### src/rtl/obuf_pkg.sv
package obuf_pkg;
    localparam int BYTE_W = 8;
    // Mode byte bit positions
    localparam int MODE_KBD_IRQ_EN = 0;
    localparam int MODE_PTR_IRQ_EN = 1;
    localparam int MODE_KBD_OFF    = 4;
    // Pending mask encoding
    localparam int PEND_KBD_BIT = 0;
    localparam int PEND_PTR_BIT = 1;
    localparam logic [1:0] PEND_PTR_ONLY = 2'b10;

    typedef struct packed {
        logic irq_kbd;
        logic irq_ptr;
    } irq_pair_t;
endpackage

### src/rtl/obuf_fifo.sv
module obuf_fifo #(
    parameter int WIDTH = 8,
    parameter int DEPTH = 8
) (
    input  logic             clk,
    input  logic             rst_n,
    input  logic             push,
    input  logic [WIDTH-1:0] din,
    input  logic             pop,
    output logic [WIDTH-1:0] head,
    output logic             not_empty
);
    localparam int AW = (DEPTH > 1) ? $clog2(DEPTH) : 1;
    localparam int CW = $clog2(DEPTH + 1);
    localparam logic [AW-1:0] LAST = AW'(DEPTH - 1);
    localparam logic [CW-1:0] FULLC = CW'(DEPTH);

    typedef struct packed {
        logic [DEPTH-1:0][WIDTH-1:0] mem;
        logic [AW-1:0]               wr_ptr;
        logic [AW-1:0]               rd_ptr;
        logic [CW-1:0]               count;
    } fifo_st_t;

    fifo_st_t st_d, st_q;
    logic     do_pop, do_push;

    always_comb begin
        st_d    = st_q;
        do_pop  = pop && (st_q.count != '0);
        do_push = push && ((st_q.count != FULLC) || do_pop);
        if (do_push) begin
            st_d.mem[st_q.wr_ptr] = din;
            st_d.wr_ptr = (st_q.wr_ptr == LAST) ? '0 : st_q.wr_ptr + 1'b1;
        end
        if (do_pop) begin
            st_d.rd_ptr = (st_q.rd_ptr == LAST) ? '0 : st_q.rd_ptr + 1'b1;
        end
        if (do_push && !do_pop)      st_d.count = st_q.count + 1'b1;
        else if (do_pop && !do_push) st_d.count = st_q.count - 1'b1;
    end

    always_ff @(posedge clk) begin
        if (!rst_n) st_q <= '0;
        else        st_q <= st_d;
    end

    assign head      = st_q.mem[st_q.rd_ptr];
    assign not_empty = (st_q.count != '0);

    // occupancy never exceeds the depth
    p_no_overflow_r9: assert property (@(posedge clk) disable iff (!rst_n)
        st_q.count <= FULLC);
    // a push into a full FIFO without a pop is dropped
    p_full_drop_r9: assert property (@(posedge clk) disable iff (!rst_n)
        (st_q.count == FULLC && push && !pop) |=> $stable(st_q.count));
endmodule

### src/rtl/obuf_sel.sv
module obuf_sel
    import obuf_pkg::*;
(
    input  logic              clk,
    input  logic              rst_n,
    input  logic [1:0]        pending,
    input  logic [BYTE_W-1:0] mode,
    output logic              any_full,
    output logic              ptr_only,
    output logic              irq_kbd,
    output logic              irq_ptr
);
    irq_pair_t irq_d, irq_q;
    logic      unused_mode;

    assign unused_mode = ^{mode[BYTE_W-1:5], mode[3:2]};

    always_comb begin
        any_full = |pending;
        ptr_only = (pending == PEND_PTR_ONLY);
        irq_d    = '0;
        if (ptr_only) begin
            irq_d.irq_ptr = mode[MODE_PTR_IRQ_EN];
        end else if (any_full) begin
            irq_d.irq_kbd = mode[MODE_KBD_IRQ_EN] && !mode[MODE_KBD_OFF];
        end
    end

    always_ff @(posedge clk) begin
        if (!rst_n) irq_q <= '0;
        else        irq_q <= irq_d;
    end

    assign irq_kbd = irq_q.irq_kbd;
    assign irq_ptr = irq_q.irq_ptr;

    // interrupt lines are mutually exclusive
    p_irq_excl_r6: assert property (@(posedge clk) disable iff (!rst_n)
        !(irq_kbd && irq_ptr));
    // nothing pending drops both lines on the next edge
    p_irq_idle_r6: assert property (@(posedge clk) disable iff (!rst_n)
        (pending == 2'b00) |=> (!irq_kbd && !irq_ptr));
    // pointer-only with its enable raises the pointer line
    p_ptr_irq_r4: assert property (@(posedge clk) disable iff (!rst_n)
        (pending == PEND_PTR_ONLY && mode[MODE_PTR_IRQ_EN]) |=> irq_ptr);
    // keyboard pending, enabled and not off raises the keyboard line
    p_kbd_irq_r5: assert property (@(posedge clk) disable iff (!rst_n)
        (pending[PEND_KBD_BIT] && mode[MODE_KBD_IRQ_EN] && !mode[MODE_KBD_OFF])
        |=> irq_kbd);
    // keyboard-off bit masks the keyboard line on the next edge
    p_kbd_off_r10: assert property (@(posedge clk) disable iff (!rst_n)
        mode[MODE_KBD_OFF] |=> !irq_kbd);
endmodule

### src/rtl/obuf_arbiter.sv
module obuf_arbiter
    import obuf_pkg::*;
#(
    parameter int DEPTH = 8
) (
    input  logic              clk,
    input  logic              rst_n,
    input  logic              kbd_push,
    input  logic [BYTE_W-1:0] kbd_byte,
    input  logic              ptr_push,
    input  logic [BYTE_W-1:0] ptr_byte,
    input  logic [BYTE_W-1:0] mode_in,
    input  logic              host_rd,
    output logic [BYTE_W-1:0] rd_data,
    output logic              stat_obf,
    output logic              stat_ptr_obf,
    output logic              port_obf,
    output logic              port_ptr_obf,
    output logic              irq_kbd,
    output logic              irq_ptr
);
    localparam int NSRC = 2;

    typedef struct packed {
        logic [BYTE_W-1:0] rd_byte;
    } rd_st_t;

    logic [NSRC-1:0]             push_v, pop_v, pending;
    logic [NSRC-1:0][BYTE_W-1:0] din_v, head_v;
    logic                        any_full, ptr_only;
    rd_st_t                      rd_d, rd_q;

    assign push_v[PEND_KBD_BIT] = kbd_push;
    assign push_v[PEND_PTR_BIT] = ptr_push;
    assign din_v[PEND_KBD_BIT]  = kbd_byte;
    assign din_v[PEND_PTR_BIT]  = ptr_byte;

    for (genvar s = 0; s < NSRC; s++) begin : g_src
        obuf_fifo #(.WIDTH(BYTE_W), .DEPTH(DEPTH)) u_fifo (
            .clk       (clk),
            .rst_n     (rst_n),
            .push      (push_v[s]),
            .din       (din_v[s]),
            .pop       (pop_v[s]),
            .head      (head_v[s]),
            .not_empty (pending[s])
        );
    end

    obuf_sel u_sel (
        .clk      (clk),
        .rst_n    (rst_n),
        .pending  (pending),
        .mode     (mode_in),
        .any_full (any_full),
        .ptr_only (ptr_only),
        .irq_kbd  (irq_kbd),
        .irq_ptr  (irq_ptr)
    );

    always_comb begin
        rd_d  = rd_q;
        pop_v = '0;
        if (host_rd) begin
            if (ptr_only) begin
                pop_v[PEND_PTR_BIT] = 1'b1;
                rd_d.rd_byte        = head_v[PEND_PTR_BIT];
            end else if (pending[PEND_KBD_BIT]) begin
                pop_v[PEND_KBD_BIT] = 1'b1;
                rd_d.rd_byte        = head_v[PEND_KBD_BIT];
            end
        end
    end

    always_ff @(posedge clk) begin
        if (!rst_n) rd_q <= '0;
        else        rd_q <= rd_d;
    end

    assign rd_data      = rd_q.rd_byte;
    assign stat_obf     = any_full;
    assign port_obf     = any_full;
    assign stat_ptr_obf = ptr_only;
    assign port_ptr_obf = ptr_only;

    // pointer flag implies the general full flag
    p_ptr_flag_r3: assert property (@(posedge clk) disable iff (!rst_n)
        stat_ptr_obf |-> stat_obf);
    // a read of an empty buffer holds the returned byte
    p_empty_hold_r8: assert property (@(posedge clk) disable iff (!rst_n)
        (host_rd && pending == 2'b00) |=> $stable(rd_data));
    // with keyboard data pending a read never pops the pointer FIFO
    p_kbd_first_r7: assert property (@(posedge clk) disable iff (!rst_n)
        pending[PEND_KBD_BIT] |-> !pop_v[PEND_PTR_BIT]);
endmodule

### config.mk
export PLATFORM = sky130hd
export DESIGN_NAME = obuf_arbiter
export DESIGN_NICKNAME = d
export VERILOG_FILES = /design/src/rtl/obuf_pkg.sv /design/src/rtl/obuf_fifo.sv /design/src/rtl/obuf_sel.sv /design/src/rtl/obuf_arbiter.sv
export SDC_FILE = /design/constraint.sdc
export NUM_CORES = 1
export LEC_CHECK = 0
export CORE_AREA = 5 5 115 117
export CTS_CLUSTER_DIAMETER = 80
export CTS_CLUSTER_SIZE = 20
export DETAILED_ROUTE_END_ITERATION = 6
export DIE_AREA = 0 0 120 122
export DONT_BUFFER_PORTS = 1
export GPL_ROUTABILITY_DRIVEN = 0
export PLACE_DENSITY_LB_ADDON = 0.1
export SYNTH_ARGS = -nofsm -noshare
export SYNTH_HDL_FRONTEND = slang
export SYNTH_SLANG_ARGS = --single-unit
### constraint.sdc
create_clock -name clk -period 3.3 [get_ports clk]
set_input_delay 0.66 -clock clk [delete_from_list [all_inputs] [get_ports clk]]
set_output_delay 0.66 -clock clk [all_outputs]
set_load 0.005 [all_outputs]
==> flow_metrics.tcl <==
set metrics [dict create \
    viasPerCell 5.85 \
    post_cts_resized 0 \
    syn_to_final_growth_pct 8.99 \
    nets 729 \
    pwr-share-comb_pct 19.7 \
    io_pins 43 \
    slew_violations 0 \
    hp-start "mode_in[4]" \
    drive_gt1_share_pct 12.8 \
    placed_cell_area_um2 7540 \
    cp-start-kind "flip-flop" \
    hold_viol_final 0 \
    outcome "finished clean" \
    hold_class "in -> reg" \
    clkTransAtPathRegs_ps 60 \
    netlist_instances 721 \
    tightest_slew_ps 1070 \
    rsz0062_at_grt "no" \
    drc 0 \
    startpoint "g_src[0].u_fifo.st_q[0]$_SDFFE_PN0P_" \
    wl_per_cell_um 18.6 \
    synth_xor_xnor_area_share_pct 0.698 \
    p_sw_share_pct 28.3 \
    avgSynthCellArea_um2 10.4 \
    ys.flop_type "dfxtp_1" \
    antenna_found_initial 0 \
    initial_core_util_pct 61.4 \
    finalSetupViolCount 0 \
    drt_iter0_markers 294 \
    die_area_um2 14600 \
    synth-adder-area-share_pct 2.86 \
    grt_pass1_vias 5112 \
    power_density_nw_per_um2 669 \
    synth_compound_area_share_pct 7.24 \
    grt_busiest_layer "met2" \
    vias 4954 \
    power.leakage_nw 3.27 \
    min_period_over_period_pct 88.1 \
    cts_setup_buffers 0 \
    cts.sinks 158 \
    drt-pass1-iter-count 4 \
    slew_headroom_pct 28.5 \
    use_met1_pct 27.0 \
    postCtsHoldBufs 0 \
    cts.path.max_buffers 2 \
    seqCellArea_um2 3160 \
    seq_area_frac_synth_pct 42.0 \
    fmax_mhz 344 \
    p_switching_mw 1.56 \
    die_h_um 122 \
    synth-edff-count 0 \
    grt_first_pass_wirelength_um 25900 \
    dp_hpwl_um 10000 \
    use_met2_pct 39.2 \
    port_buffers 0 \
    synth-seq-cells 158 \
    clk_latency_ps 430 \
    num_rows 41 \
    ys_warn_count 0 \
    cts_tree "yes" \
    n_antenna_cell 0 \
    internal_power_mw 3.93 \
    cp.arrival_ps 3260 \
    crit_required_ps 3650 \
    synthMuxAreaShare_pct 25.8 \
    crit-reg2reg-launch "g_src[0].u_fifo.st_q[0]$_SDFFE_PN0P_" \
    vdd_drop_max_uv 349 \
    synth_top_family_by_area "multiplexers" \
    fin_crit_ps 2910 \
    setup-tns-final_ps 0 \
    end_kind "flip-flop" \
    critical_path_class "reg -> reg" \
    worstPathMaxFanout 6 \
    htreeDepth 4 \
    fillers 980 \
    multi_input_area_um2 4080 \
    final_area_um2 8210 \
    grt-ovfl-total 0 \
    grt_usage_pct 22.6 \
    clockRootBuffer "clkbuf_16" \
    yosys.cell_types.count 48 \
    synth-async-reset-ratio_pct 0 \
    cts-buffers-inserted 17 \
    die_w_um 120 \
    p_seq_share_pct 40.6 \
    syn_area_um2 7530 \
    drt-total-wl_um 15800 \
    met3_usage_pct 5.71 \
    synthSimpleGateAreaFrac_pct 17.4 \
    core_area_um2 12300 \
    clockPowerShare_pct 39.7 \
    drv_cap 0 \
    drtAntennaViolNets 0 \
    clock-skew-final_ps 7.76 \
    grt_max_degree 159 \
    syn_nets 766 \
]
==> layout make-up <==
class | count | share of cell area, %
multi-input combinational | 489 | 49.7
sequential | 158 | 38.5
clock buffer | 19 | 5.52
clock inverter | 13 | 2.58
tap | 150 | 2.29
timing repair buffer | 12 | 1.10
inverter | 6 | 0.274
==> stage by stage <==
stage	setup slack, ps	std cells	hold slack, ps	total power [mW]	utilization [%]
finish	392	847	304	5.49	66.9
global route	161	847	293	5.74	66.9
CTS	380	847	293	5.52	66.9
detailed placement	400	815	501	3.35	61.5
global placement	452	815	488	3.32	61.5
floorplan	493	721	474	3.16	-
==> logic make-up (layout without fill, tap and decap cells) <==
family / count (synthesis) / after routing
AO/OA/AOI/OAI: 81 / 81
flip-flops: 158 / 158
adder cells (fa/ha/maj): 16 / 16
XOR/XNOR: 6 / 6
AND/OR/NAND/NOR: 214 / 214
multiplexers: 172 / 172
buffers and inverters: 74 / 50
==> worst paths after layout <==
| path | end | slack (ps) | depth (start not counted) |
|---|---|---|---|
| worst max-delay path | g_src[1].u_fifo.st_q[3]$_SDFFE_PN0P_ | 390 | 12 |
| worst min-delay path | u_sel.irq_kbd$_SDFF_PP0_ | 300 | 1 |
| worst max register to register | g_src[1].u_fifo.st_q[3]$_SDFFE_PN0P_ | 390 | 12 |
| worst min register to register | g_src[1].u_fifo.st_q[27]$_SDFFE_PN0P_ | 510 | 2 |
==> layout by cell type (no fill, tap or decap), drive strengths merged <==
master    instances
nor3              6
ha               14
nor2             11
a31oi            16
inv               7
dfxtp           158
clkinvlp          4
nor4b             2
and2              4
or3               5
mux4             16
o211ai            8
nor3b             3
nor2b           145
a21oi             6
nand2b            3
xnor2             6
clkinv            3
fa                2
o311a             1
nand3             7
o21ai            22
bufinv            5
or2               1
mux2             16
nand4             2
a211oi            8
nand3b            1
o22ai             8
a21boi            9
and4b             1
clkbuf           19
and3              2
nor4              2
nand4b            3
a21o              2
mux2i           140
buf              12
o311ai            1
nand2            16
==> routing by layer <==
metal	share of wire [%]	wire, um	vias to the layer above
li1	-	-	2434
met1	45	7090	2419
met2	49	7750	76
met3	3.8	599	25
met4	2.0	318	0
met5	0	0	-
==> flip-flops by register name, indices dropped and copies added, names as in the netlist <==
| signal | count |
|---|---|
| rd_data | 8 |
| g_src.u_fifo.st_q | 148 |
| u_sel.irq_kbd | 1 |
| u_sel.irq_ptr | 1 |
==> power groups by stage <==
stage	logic (mW)	registers (mW)	clock network, mW
2_1_floorplan	0.987	2.17	0
3_3_place_gp	1.05	2.27	0
3_5_place_dp	1.08	2.27	0
4_1_cts	1.09	2.23	2.20
5_1_grt	1.19	2.25	2.29
6_report	1.08	2.23	2.18
==> Yosys cell counts (2+ instances only) <==
master,number,area share [%]
a211oi_1,8,0.80
a21boi_0,9,0.90
a21oi_1,6,0.40
a31oi_1,16,1.3
and2_1,4,0.33
and3_1,2,0.17
buf_1,4,0.20
buf_2,7,0.47
buf_4,3,0.30
clkbuf_1,53,2.6
dfxtp_1,158,42
fa_1,2,0.53
ha_1,14,2.3
inv_1,5,0.25
mux2_2,16,2.4
mux2i_1,140,19
mux4_2,16,4.8
nand2_1,16,0.80
nand2b_1,3,0.25
nand3_1,6,0.40
nand4b_1,3,0.35
nor2_1,11,0.55
nor2b_1,145,12
nor3_1,5,0.33
nor3b_1,3,0.30
nor4b_1,2,0.23
o211ai_1,8,0.80
o21ai_0,20,1.3
o22ai_1,8,0.66
or3_1,5,0.42
xnor2_1,6,0.70
==> critical path, cell delays in order (launching register included) <==
cell	delay (ps)
dfxtp_1	360
or3_1	530
o311ai_4	270
nand2_1	160
inv_1	90
ha_1	180
inv_1	90
ha_1	270
a21o_1	170
a21oi_1	170
xnor2_1	90
or3_1	300
a21boi_0	150
Note: power is estimated with default switching activity, not from simulation.
